--- src/rtl/fold_sched_pkg.sv ---
// Shared constants, types and the operand-pair address function for the
// folded butterfly scheduler. Assumes radix-2 DIF with in-place addressing.
package fold_sched_pkg;
    parameter int MIN_LOG2  = 5;
    parameter int MAX_LOG2  = 11;
    parameter int NUM_BF    = 16;
    parameter int BF_LAT    = 31;
    parameter int RD_OVH    = 2;
    parameter int WR_OVH    = 2;
    parameter int ISSUE_GAP = 2;

    localparam int CMP_DLY  = RD_OVH + BF_LAT + WR_OVH;
    localparam int PASS_LEN = CMP_DLY + ISSUE_GAP * (NUM_BF - 1) + 1;
    localparam int ISSUE_SPAN = ISSUE_GAP * NUM_BF;
    localparam int ADDR_W   = MAX_LOG2;
    localparam int JW       = MAX_LOG2 - 1;
    localparam int TW_W     = MAX_LOG2 - 1;
    localparam int LOG_W    = $clog2(MAX_LOG2 + 1);
    localparam int BF_ID_W  = $clog2(NUM_BF);
    localparam int PASS_W   = JW - BF_ID_W;
    localparam int TICK_W   = $clog2(PASS_LEN);
    localparam int CNT_W    = $clog2(CMP_DLY + 1);

    typedef struct packed {
        logic [ADDR_W-1:0] a;
        logic [ADDR_W-1:0] b;
        logic [TW_W-1:0]   tw;
    } pair_t;

    // Insert a zero bit at the span position of j to form the upper address.
    function automatic pair_t pair_of(input logic [JW-1:0] j,
                                      input logic [LOG_W-1:0] lg,
                                      input logic [LOG_W-1:0] s);
        pair_t p;
        logic [LOG_W-1:0]  sh;
        logic [ADDR_W-1:0] jx, mask, lo, hi;
        sh   = lg - s - LOG_W'(1);
        jx   = {1'b0, j};
        mask = (ADDR_W'(1) << sh) - ADDR_W'(1);
        lo   = jx & mask;
        hi   = (jx >> sh) << (sh + LOG_W'(1));
        p.a  = hi | lo;
        p.b  = hi | lo | (ADDR_W'(1) << sh);
        p.tw = TW_W'(lo << s);
        return p;
    endfunction
endpackage

--- src/rtl/fold_sched_ctrl.sv ---
// Stage / pass / tick sequencer. Latches and clamps the FFT size on an
// accepted start, steps a pass timer, advances passes and stages, and pulses
// done after the final pass. Assumes passes run back to back with no gap.
module fold_sched_ctrl
    import fold_sched_pkg::*;
(
    input  logic              clk,
    input  logic              rst_n,
    input  logic              start,
    input  logic [LOG_W-1:0]  size_log2,
    output logic              run,
    output logic              done,
    output logic [TICK_W-1:0] tick,
    output logic [PASS_W-1:0] pass_idx,
    output logic [LOG_W-1:0]  stage_idx,
    output logic [LOG_W-1:0]  cfg_log2
);
    logic [PASS_W-1:0] pass_last;
    logic              pass_end;
    logic [LOG_W-1:0]  size_clamped;

    // Pass count per stage is N/32 for the latched size.
    always_comb pass_last = PASS_W'((32'd1 << (cfg_log2 - LOG_W'(MIN_LOG2))) - 32'd1);

    // Map out-of-range size requests onto the nearest supported size.
    always_comb begin
        if (size_log2 < LOG_W'(MIN_LOG2))      size_clamped = LOG_W'(MIN_LOG2);
        else if (size_log2 > LOG_W'(MAX_LOG2)) size_clamped = LOG_W'(MAX_LOG2);
        else                                   size_clamped = size_log2;
    end

    always_comb pass_end = (tick == TICK_W'(PASS_LEN - 1));

    // Sequence tick, pass and stage; start is taken only while idle.
    always_ff @(posedge clk) begin
        if (!rst_n) begin
            run       <= 1'b0;
            done      <= 1'b0;
            tick      <= '0;
            pass_idx  <= '0;
            stage_idx <= '0;
            cfg_log2  <= LOG_W'(MIN_LOG2);
        end else begin
            done <= 1'b0;
            if (!run) begin
                if (start) begin
                    run       <= 1'b1;
                    cfg_log2  <= size_clamped;
                    tick      <= '0;
                    pass_idx  <= '0;
                    stage_idx <= '0;
                end
            end else if (pass_end) begin
                tick <= '0;
                if (pass_idx == pass_last) begin
                    pass_idx <= '0;
                    if (stage_idx == cfg_log2 - LOG_W'(1)) begin
                        run  <= 1'b0;
                        done <= 1'b1;
                    end else begin
                        stage_idx <= stage_idx + LOG_W'(1);
                    end
                end else begin
                    pass_idx <= pass_idx + PASS_W'(1);
                end
            end else begin
                tick <= tick + TICK_W'(1);
            end
        end
    end

    // the latched size always lies in the supported range.
    a_r2_cfg_in_range: assert property (@(posedge clk) disable iff (!rst_n)
        run |-> (cfg_log2 >= LOG_W'(MIN_LOG2) && cfg_log2 <= LOG_W'(MAX_LOG2)));

    // the latched size is held for the whole run.
    a_r10_cfg_hold: assert property (@(posedge clk) disable iff (!rst_n)
        (run && $past(run)) |-> $stable(cfg_log2));
endmodule

--- src/rtl/fold_issue_gen.sv ---
// Issue side: every ISSUE_GAP cycles in the first part of a pass, launches the
// next unit in rotation and forms its operand addresses and twiddle index.
// Assumes the pass timer restarts at zero for every pass.
module fold_issue_gen
    import fold_sched_pkg::*;
(
    input  logic              run,
    input  logic [TICK_W-1:0] tick,
    input  logic [PASS_W-1:0] pass_idx,
    input  logic [LOG_W-1:0]  stage_idx,
    input  logic [LOG_W-1:0]  cfg_log2,
    output logic              rd_valid,
    output logic [NUM_BF-1:0] bf_launch,
    output logic [JW-1:0]     launch_j,
    output pair_t             rd_pair
);
    logic [BF_ID_W-1:0] slot;

    // An issue slot opens on every ISSUE_GAP-th tick until all units have one.
    always_comb begin
        rd_valid = run && (tick < TICK_W'(ISSUE_SPAN)) && ((tick % TICK_W'(ISSUE_GAP)) == '0);
        slot     = BF_ID_W'(tick / TICK_W'(ISSUE_GAP));
        launch_j = {pass_idx, slot};
        rd_pair  = pair_of(launch_j, cfg_log2, stage_idx);
    end

    // Decode the issue slot into one launch strobe per unit.
    for (genvar g = 0; g < NUM_BF; g++) begin : g_launch
        assign bf_launch[g] = rd_valid && (slot == BF_ID_W'(g));
    end
endmodule

--- src/rtl/fold_bf_stub_array.sv ---
// Latency model of the butterfly array. Each unit captures the index of the
// pair it receives and signals completion CMP_DLY cycles after its launch.
// Assumes a unit is never relaunched before it completes.
module fold_bf_stub_array
    import fold_sched_pkg::*;
(
    input  logic                       clk,
    input  logic                       rst_n,
    input  logic [NUM_BF-1:0]          bf_launch,
    input  logic [JW-1:0]              launch_j,
    output logic [NUM_BF-1:0]          cmp,
    output logic [NUM_BF-1:0][JW-1:0]  tags
);
    for (genvar g = 0; g < NUM_BF; g++) begin : g_unit
        logic [CNT_W-1:0] cnt;

        // Load the delay on launch and count it down to completion.
        always_ff @(posedge clk) begin
            if (!rst_n) begin
                cnt     <= '0;
                tags[g] <= '0;
            end else if (bf_launch[g]) begin
                cnt     <= CNT_W'(CMP_DLY);
                tags[g] <= launch_j;
            end else if (cnt != '0) begin
                cnt <= cnt - CNT_W'(1);
            end
        end

        assign cmp[g] = (cnt == CNT_W'(1));

        // a launch only goes to a unit with no operation in flight.
        a_r3_free_unit: assert property (@(posedge clk) disable iff (!rst_n)
            bf_launch[g] |-> (cnt == '0 || cnt == CNT_W'(1)));
    end

    // completions from independent units never coincide.
    a_r6_single_cmp: assert property (@(posedge clk) disable iff (!rst_n)
        $onehot0(cmp));
endmodule

--- src/rtl/fold_wr_gen.sv ---
// Write side: turns a unit completion into a write strobe, the unit id and the
// in-place result addresses, using the pair index the unit captured.
// Assumes the stage does not change while a pass still has writes pending.
module fold_wr_gen
    import fold_sched_pkg::*;
(
    input  logic [NUM_BF-1:0]         cmp,
    input  logic [NUM_BF-1:0][JW-1:0] tags,
    input  logic [LOG_W-1:0]          stage_idx,
    input  logic [LOG_W-1:0]          cfg_log2,
    output logic                      wr_valid,
    output logic [BF_ID_W-1:0]        wr_bf_id,
    output pair_t                     wr_pair
);
    // Encode the completing unit and rebuild its pair addresses.
    always_comb begin
        wr_valid = |cmp;
        wr_bf_id = '0;
        for (int i = 0; i < NUM_BF; i++) begin
            if (cmp[i]) wr_bf_id = BF_ID_W'(i);
        end
        wr_pair = pair_of(tags[wr_bf_id], cfg_log2, stage_idx);
    end
endmodule

--- src/rtl/fft_fold_sched.sv ---
// Top of the folded butterfly scheduler: sequencer, issue side, butterfly
// latency stubs and write side, plus ping-pong bank selection by stage parity.
// Assumes samples for stage 0 have been loaded into bank 0.
module fft_fold_sched
    import fold_sched_pkg::*;
(
    input  logic              clk,
    input  logic              rst_n,
    input  logic              start,
    input  logic [3:0]        size_log2,
    output logic              busy,
    output logic              done,
    output logic [3:0]        stage,
    output logic              rd_valid,
    output logic [15:0]       bf_launch,
    output logic [10:0]       rd_addr_a,
    output logic [10:0]       rd_addr_b,
    output logic [9:0]        rd_tw,
    output logic              rd_bank,
    output logic              wr_valid,
    output logic [3:0]        wr_bf_id,
    output logic [10:0]       wr_addr_a,
    output logic [10:0]       wr_addr_b,
    output logic              wr_bank
);
    logic                      run;
    logic [TICK_W-1:0]         tick;
    logic [PASS_W-1:0]         pass_idx;
    logic [LOG_W-1:0]          stage_idx;
    logic [LOG_W-1:0]          cfg_log2;
    logic [JW-1:0]             launch_j;
    pair_t                     rd_pair;
    pair_t                     wr_pair;
    logic [NUM_BF-1:0]         cmp;
    logic [NUM_BF-1:0][JW-1:0] tags;

    fold_sched_ctrl u_ctrl (
        .clk(clk), .rst_n(rst_n), .start(start), .size_log2(size_log2),
        .run(run), .done(done), .tick(tick), .pass_idx(pass_idx),
        .stage_idx(stage_idx), .cfg_log2(cfg_log2)
    );

    fold_issue_gen u_issue (
        .run(run), .tick(tick), .pass_idx(pass_idx), .stage_idx(stage_idx),
        .cfg_log2(cfg_log2), .rd_valid(rd_valid), .bf_launch(bf_launch),
        .launch_j(launch_j), .rd_pair(rd_pair)
    );

    fold_bf_stub_array u_bfs (
        .clk(clk), .rst_n(rst_n), .bf_launch(bf_launch), .launch_j(launch_j),
        .cmp(cmp), .tags(tags)
    );

    fold_wr_gen u_wr (
        .cmp(cmp), .tags(tags), .stage_idx(stage_idx), .cfg_log2(cfg_log2),
        .wr_valid(wr_valid), .wr_bf_id(wr_bf_id), .wr_pair(wr_pair)
    );

    // Drive ports; banks swap roles on every stage.
    always_comb begin
        busy      = run;
        stage     = stage_idx;
        rd_addr_a = rd_pair.a;
        rd_addr_b = rd_pair.b;
        rd_tw     = rd_pair.tw;
        rd_bank   = stage_idx[0];
        wr_bank   = ~stage_idx[0];
        wr_addr_a = wr_pair.a;
        wr_addr_b = wr_pair.b;
    end

    // done is only raised right after a result write.
    a_r9_done_after_write: assert property (@(posedge clk) disable iff (!rst_n)
        done |-> $past(wr_valid));

    // no reads or writes are issued while idle.
    a_r11_idle_quiet: assert property (@(posedge clk) disable iff (!rst_n)
        !busy |-> (!rd_valid && !wr_valid));
endmodule

--- config.mk ---
export PLATFORM = sky130hd
export DESIGN_NAME = fft_fold_sched
export DESIGN_NICKNAME = d
export VERILOG_FILES = /design/src/rtl/fold_sched_pkg.sv /design/src/rtl/fold_sched_ctrl.sv /design/src/rtl/fold_issue_gen.sv /design/src/rtl/fold_bf_stub_array.sv /design/src/rtl/fold_wr_gen.sv /design/src/rtl/fft_fold_sched.sv
export SDC_FILE = /design/constraint.sdc
export NUM_CORES = 1
export LEC_CHECK = 0
export CORE_MARGIN = 4
export CORE_UTILIZATION = 60
export DETAILED_ROUTE_END_ITERATION = 6
export DONT_BUFFER_PORTS = 1
export PLACE_DENSITY = 0.76
export SLEW_MARGIN = 0
export SYNTH_ARGS = -nofsm -noshare
export SYNTH_HDL_FRONTEND = slang
export SYNTH_SLANG_ARGS = --single-unit
export TNS_END_PERCENT = 30
--- constraint.sdc ---
create_clock -name clk -period 10.3 [get_ports clk]
set_input_delay 0.515 -clock clk [delete_from_list [all_inputs] [get_ports clk]]
set_output_delay 0.515 -clock clk [all_outputs]
set_load 0.01 [all_outputs]
==> results.py <==
metrics = {
    "outcome": {
        "status": "complete, but fails checks",
        "violations": "DRC",
    },
    "pwr": {
        "p_sw_mw": 3.41,
        "clkPwrFrac_pct": 16.3,
        "power.internal_mw": 3.17,
        "p_per_area_nw_per_um2": 376,
        "p_comb_share_pct": 61.8,
        "p_seq_share_pct": 21.9,
        "p_sw_share_pct": 51.9,
        "p_leak_nw": 6.65,
        "peakVddDrop_v": 0.000268,
    },
    "worst_hold_path": {
        "min_path_type": "in -> reg",
    },
    "clock_tree": {
        "clockBufferDepth": 3,
        "cts_resized": 0,
        "htreeDepth": 1,
        "numCtsBuffers": 30,
        "clock_latency_ns": 0.58,
        "ctsRootBufferMaster": "clkbuf_16",
        "cts_setup_buffers": 0,
        "clk_pin_slew_worst_paths_ns": 0.06,
        "holdBufCountCts": 0,
        "clock_sinks": 279,
        "cts_tree": "done",
    },
    "worst_setup_path": {
        "cp.required_ns": 9.79,
        "worst-path-buf-inv": 3,
        "slowest_delay_ns": 0.81,
        "crit_type": "reg -> out",
        "startpoint_type": "register",
        "reg2reg_setup_slack_ns": 6.53,
        "arrival_ns": 6.18,
        "slowest_stage": "dfxtp_1",
        "crit_family": "buffers and inverters",
        "end_kind": "output port",
        "path_common_cell": "o21ai_0",
        "worstPathCellList": "inv_1, ha_2, buf_4, inv_1, ha_1, nand2_1, ha_1, nand2b_1, o211ai_1, o21ai_0, a22o_1, and2_1, a21oi_1, nor2_1, a21oi_1, nand2_1, o21ai_0, o21ai_0",
        "worstPathMaxFanout": 57,
    },
    "timing": {
        "tightest_slew_ns": 1.24,
        "fin_worst_skew_ns": 0.0213,
        "period_share_pct": 65.0,
        "holdWs_ns": 0.0985,
        "setup_viol": 0,
        "max_freq_ghz": 0.149,
        "fin_crit_ns": 6.69,
        "final-max-slew-violation-count": 0,
        "final_hold_viol_count": 0,
        "tns_ns": 0,
        "slew_headroom_pct": 17.5,
        "rsz0062_at_grt": "no",
    },
    "logic_synthesis": {
        "syn_area_per_cell_um2": 7.87,
        "ys_seq_area_share_pct": 33.8,
        "synth_ff_type": "dfxtp_1",
        "synthesis.area_um2": 16500,
        "synth.most_common_cell": "nand2_1",
        "ys_ff_latch": 279,
        "synth_edf_count": 0,
        "synth_top_area_share_pct": 33.8,
        "ys_types": 93,
        "synthTopCellsByCount": "nand2_1 (366), dfxtp_1 (279), nor2_1 (155), a21boi_0 (115), o21ai_0 (109)",
        "netlist.top_cell.by_area": "dfxtp_1",
        "synthTopCellsByArea": "dfxtp_1 (34%), nand2_1 (8.3%), a21boi_0 (5.2%), ha_1 (4.7%), nor2_1 (3.5%)",
        "ys.warnings.count": 0,
        "synth_nets": 2168,
        "postSynthCellCount": 2098,
        "async_flop_share_pct": 0,
    },
    "floorplan": {
        "fp.dieW_um": 174,
        "core_um2": 27000,
        "rows": 60,
        "ioPinCount": 91,
        "initial_core_util_pct": 61.1,
        "fp.dieH_um": 174,
        "dieArea_um2": 30200,
    },
    "flow_run": {
        "cap_violations": 0,
    },
    "placement": {
        "io_buffers": 0,
        "hpwl_um": 34200,
        "gp_congestion": 1.03,
    },
    "grt": {
        "grt_overflow": 0,
        "grt_pass1_wl_um": 80200,
        "track_usage_pct": 31.9,
        "grt_max_degree": 200,
        "grt_pass1_vias": 14756,
        "antenna_found_initial": 0,
    },
    "finish": {
        "fill_cells": 2316,
        "antenna_cells": 0,
        "area_delta_synth_final_pct": 6.14,
        "drive_above_1_share_pct": 6.29,
        "nets": 2085,
    },
    "routing": {
        "wl_per_cell_um": 21.3,
        "vias_per_cell": 6.60,
        "num_vias": 15679,
        "drt_iter0_markers": 1759,
        "first_pass_iters": 7,
        "ant_nets": 0,
        "routed_wl_um": 50600,
        "drc": 1,
    },
}
-- final timing paths --
path | start | end | cells after the start
max | u_ctrl.stage_idx[0]$_SDFFE_PN0P_ | rd_tw[8] | 18
min | rst_n | u_bfs.g_unit[14].cnt[0]$_SDFFE_PN0P_ | 1
max reg2reg | u_ctrl.stage_idx[0]$_SDFFE_PN0P_ | u_ctrl.stage_idx[3]$_SDFFE_PN0P_ | 10
min reg2reg | u_bfs.tags[87]$_SDFFE_PN0P_ | u_bfs.tags[87]$_SDFFE_PN0P_ | 2
-- layout by cell type, fill, tap and decap left out, types with 14 or more instances in the layout --
master / count
a211oi_1: 27
a21boi_0: 115
a21oi_1: 83
a22o_1: 14
a31oi_1: 30
and2_1: 15
and3_1: 57
buf_4: 19
clkbuf_16: 30
dfxtp_1: 279
ha_1: 61
inv_1: 67
mux2i_1: 37
nand2_1: 366
nand2b_1: 19
nand3_1: 61
nor2_1: 155
nor3_1: 42
nor3b_1: 15
o211ai_1: 30
o21a_1: 27
o21ai_0: 109
xnor2_1: 57
xor2_1: 28
-- power by group through the flow --
stage / Sequential, mW / Combinational (mW) / Clock [mW]
finish: 1.44 / 4.07 / 1.07
global route: 1.47 / 4.35 / 1.12
CTS: 1.44 / 3.96 / 1.08
detailed placement: 1.46 / 3.92 / 0
global placement: 1.45 / 3.87 / 0
floorplan: 1.42 / 3.01 / 0
-- worst reg2reg max path, stage by stage (launching register included) --
cell and delay, ns:
dfxtp_1 0.81, inv_1 0.35, ha_2 0.41, buf_4 0.51, inv_1 0.60, nand4_1 0.36
nand2_1 0.10, nand2_1 0.13, nand4_1 0.14, xor2_1 0.20, nor2_1 0.10
-- cells by family (layout without fill, tap and decap cells) --
kind of cell	after synthesis	count (layout)	share of synthesized area (%)
AOI/OAI and AO/OA	582	582	24.6
xor gates and xnor gates	86	86	4.56
adders and majority gates	63	63	4.82
buffers and inverters	218	156	5.44
DFF	279	279	33.8
muxes	45	45	2.92
and+or+nand+nor	825	825	23.9
-- flip-flops by register name, summed over array words and instances (netlist names) --
signal,cells
u_ctrl.run,1
u_ctrl.tick,7
u_ctrl.stage_idx,4
u_ctrl.cfg_log2,4
u_bfs.tags,160
u_bfs.g_unit.cnt,96
u_ctrl.done,1
u_ctrl.pass_idx,6
-- stage by stage --
stage	setup WS, ns	cell area (um^2)	instances	utilization [%]	power [mW]
6_report	3.61	17500	2377	64.9	6.58
5_1_grt	3.23	17500	2377	64.9	6.94
4_1_cts	3.77	17500	2377	64.9	6.47
3_5_place_dp	4.37	16500	2324	61.2	5.38
3_3_place_gp	4.43	16500	2324	61.2	5.32
2_1_floorplan	5.44	16500	2098	-	4.44
-- routing by layer --
layer  up-vias  GRT usage [%]  wire length (um)  part of all wire, %
li1       7247              -                 -                    -
met1      7477           41.2             19900                   39
met2       791           53.4             23900                   47
met3       164           4.89              4630                  9.1
met4         0           13.2              2190                  4.3
met5         -              0                 0                    0
-- final cells by class --
class                      count  area, um^2  share of cell area [%]
timing repair buffer          19         143                   0.814
tap                          341         427                    2.43
multi-input combinational   1601       10100                    57.5
sequential                   279        5590                    31.9
inverter                      84         318                    1.81
clock inverter                 4        78.8                   0.450
clock buffer                  49         902                    5.15
No activity file was read; power rests on OpenSTA's default activity.
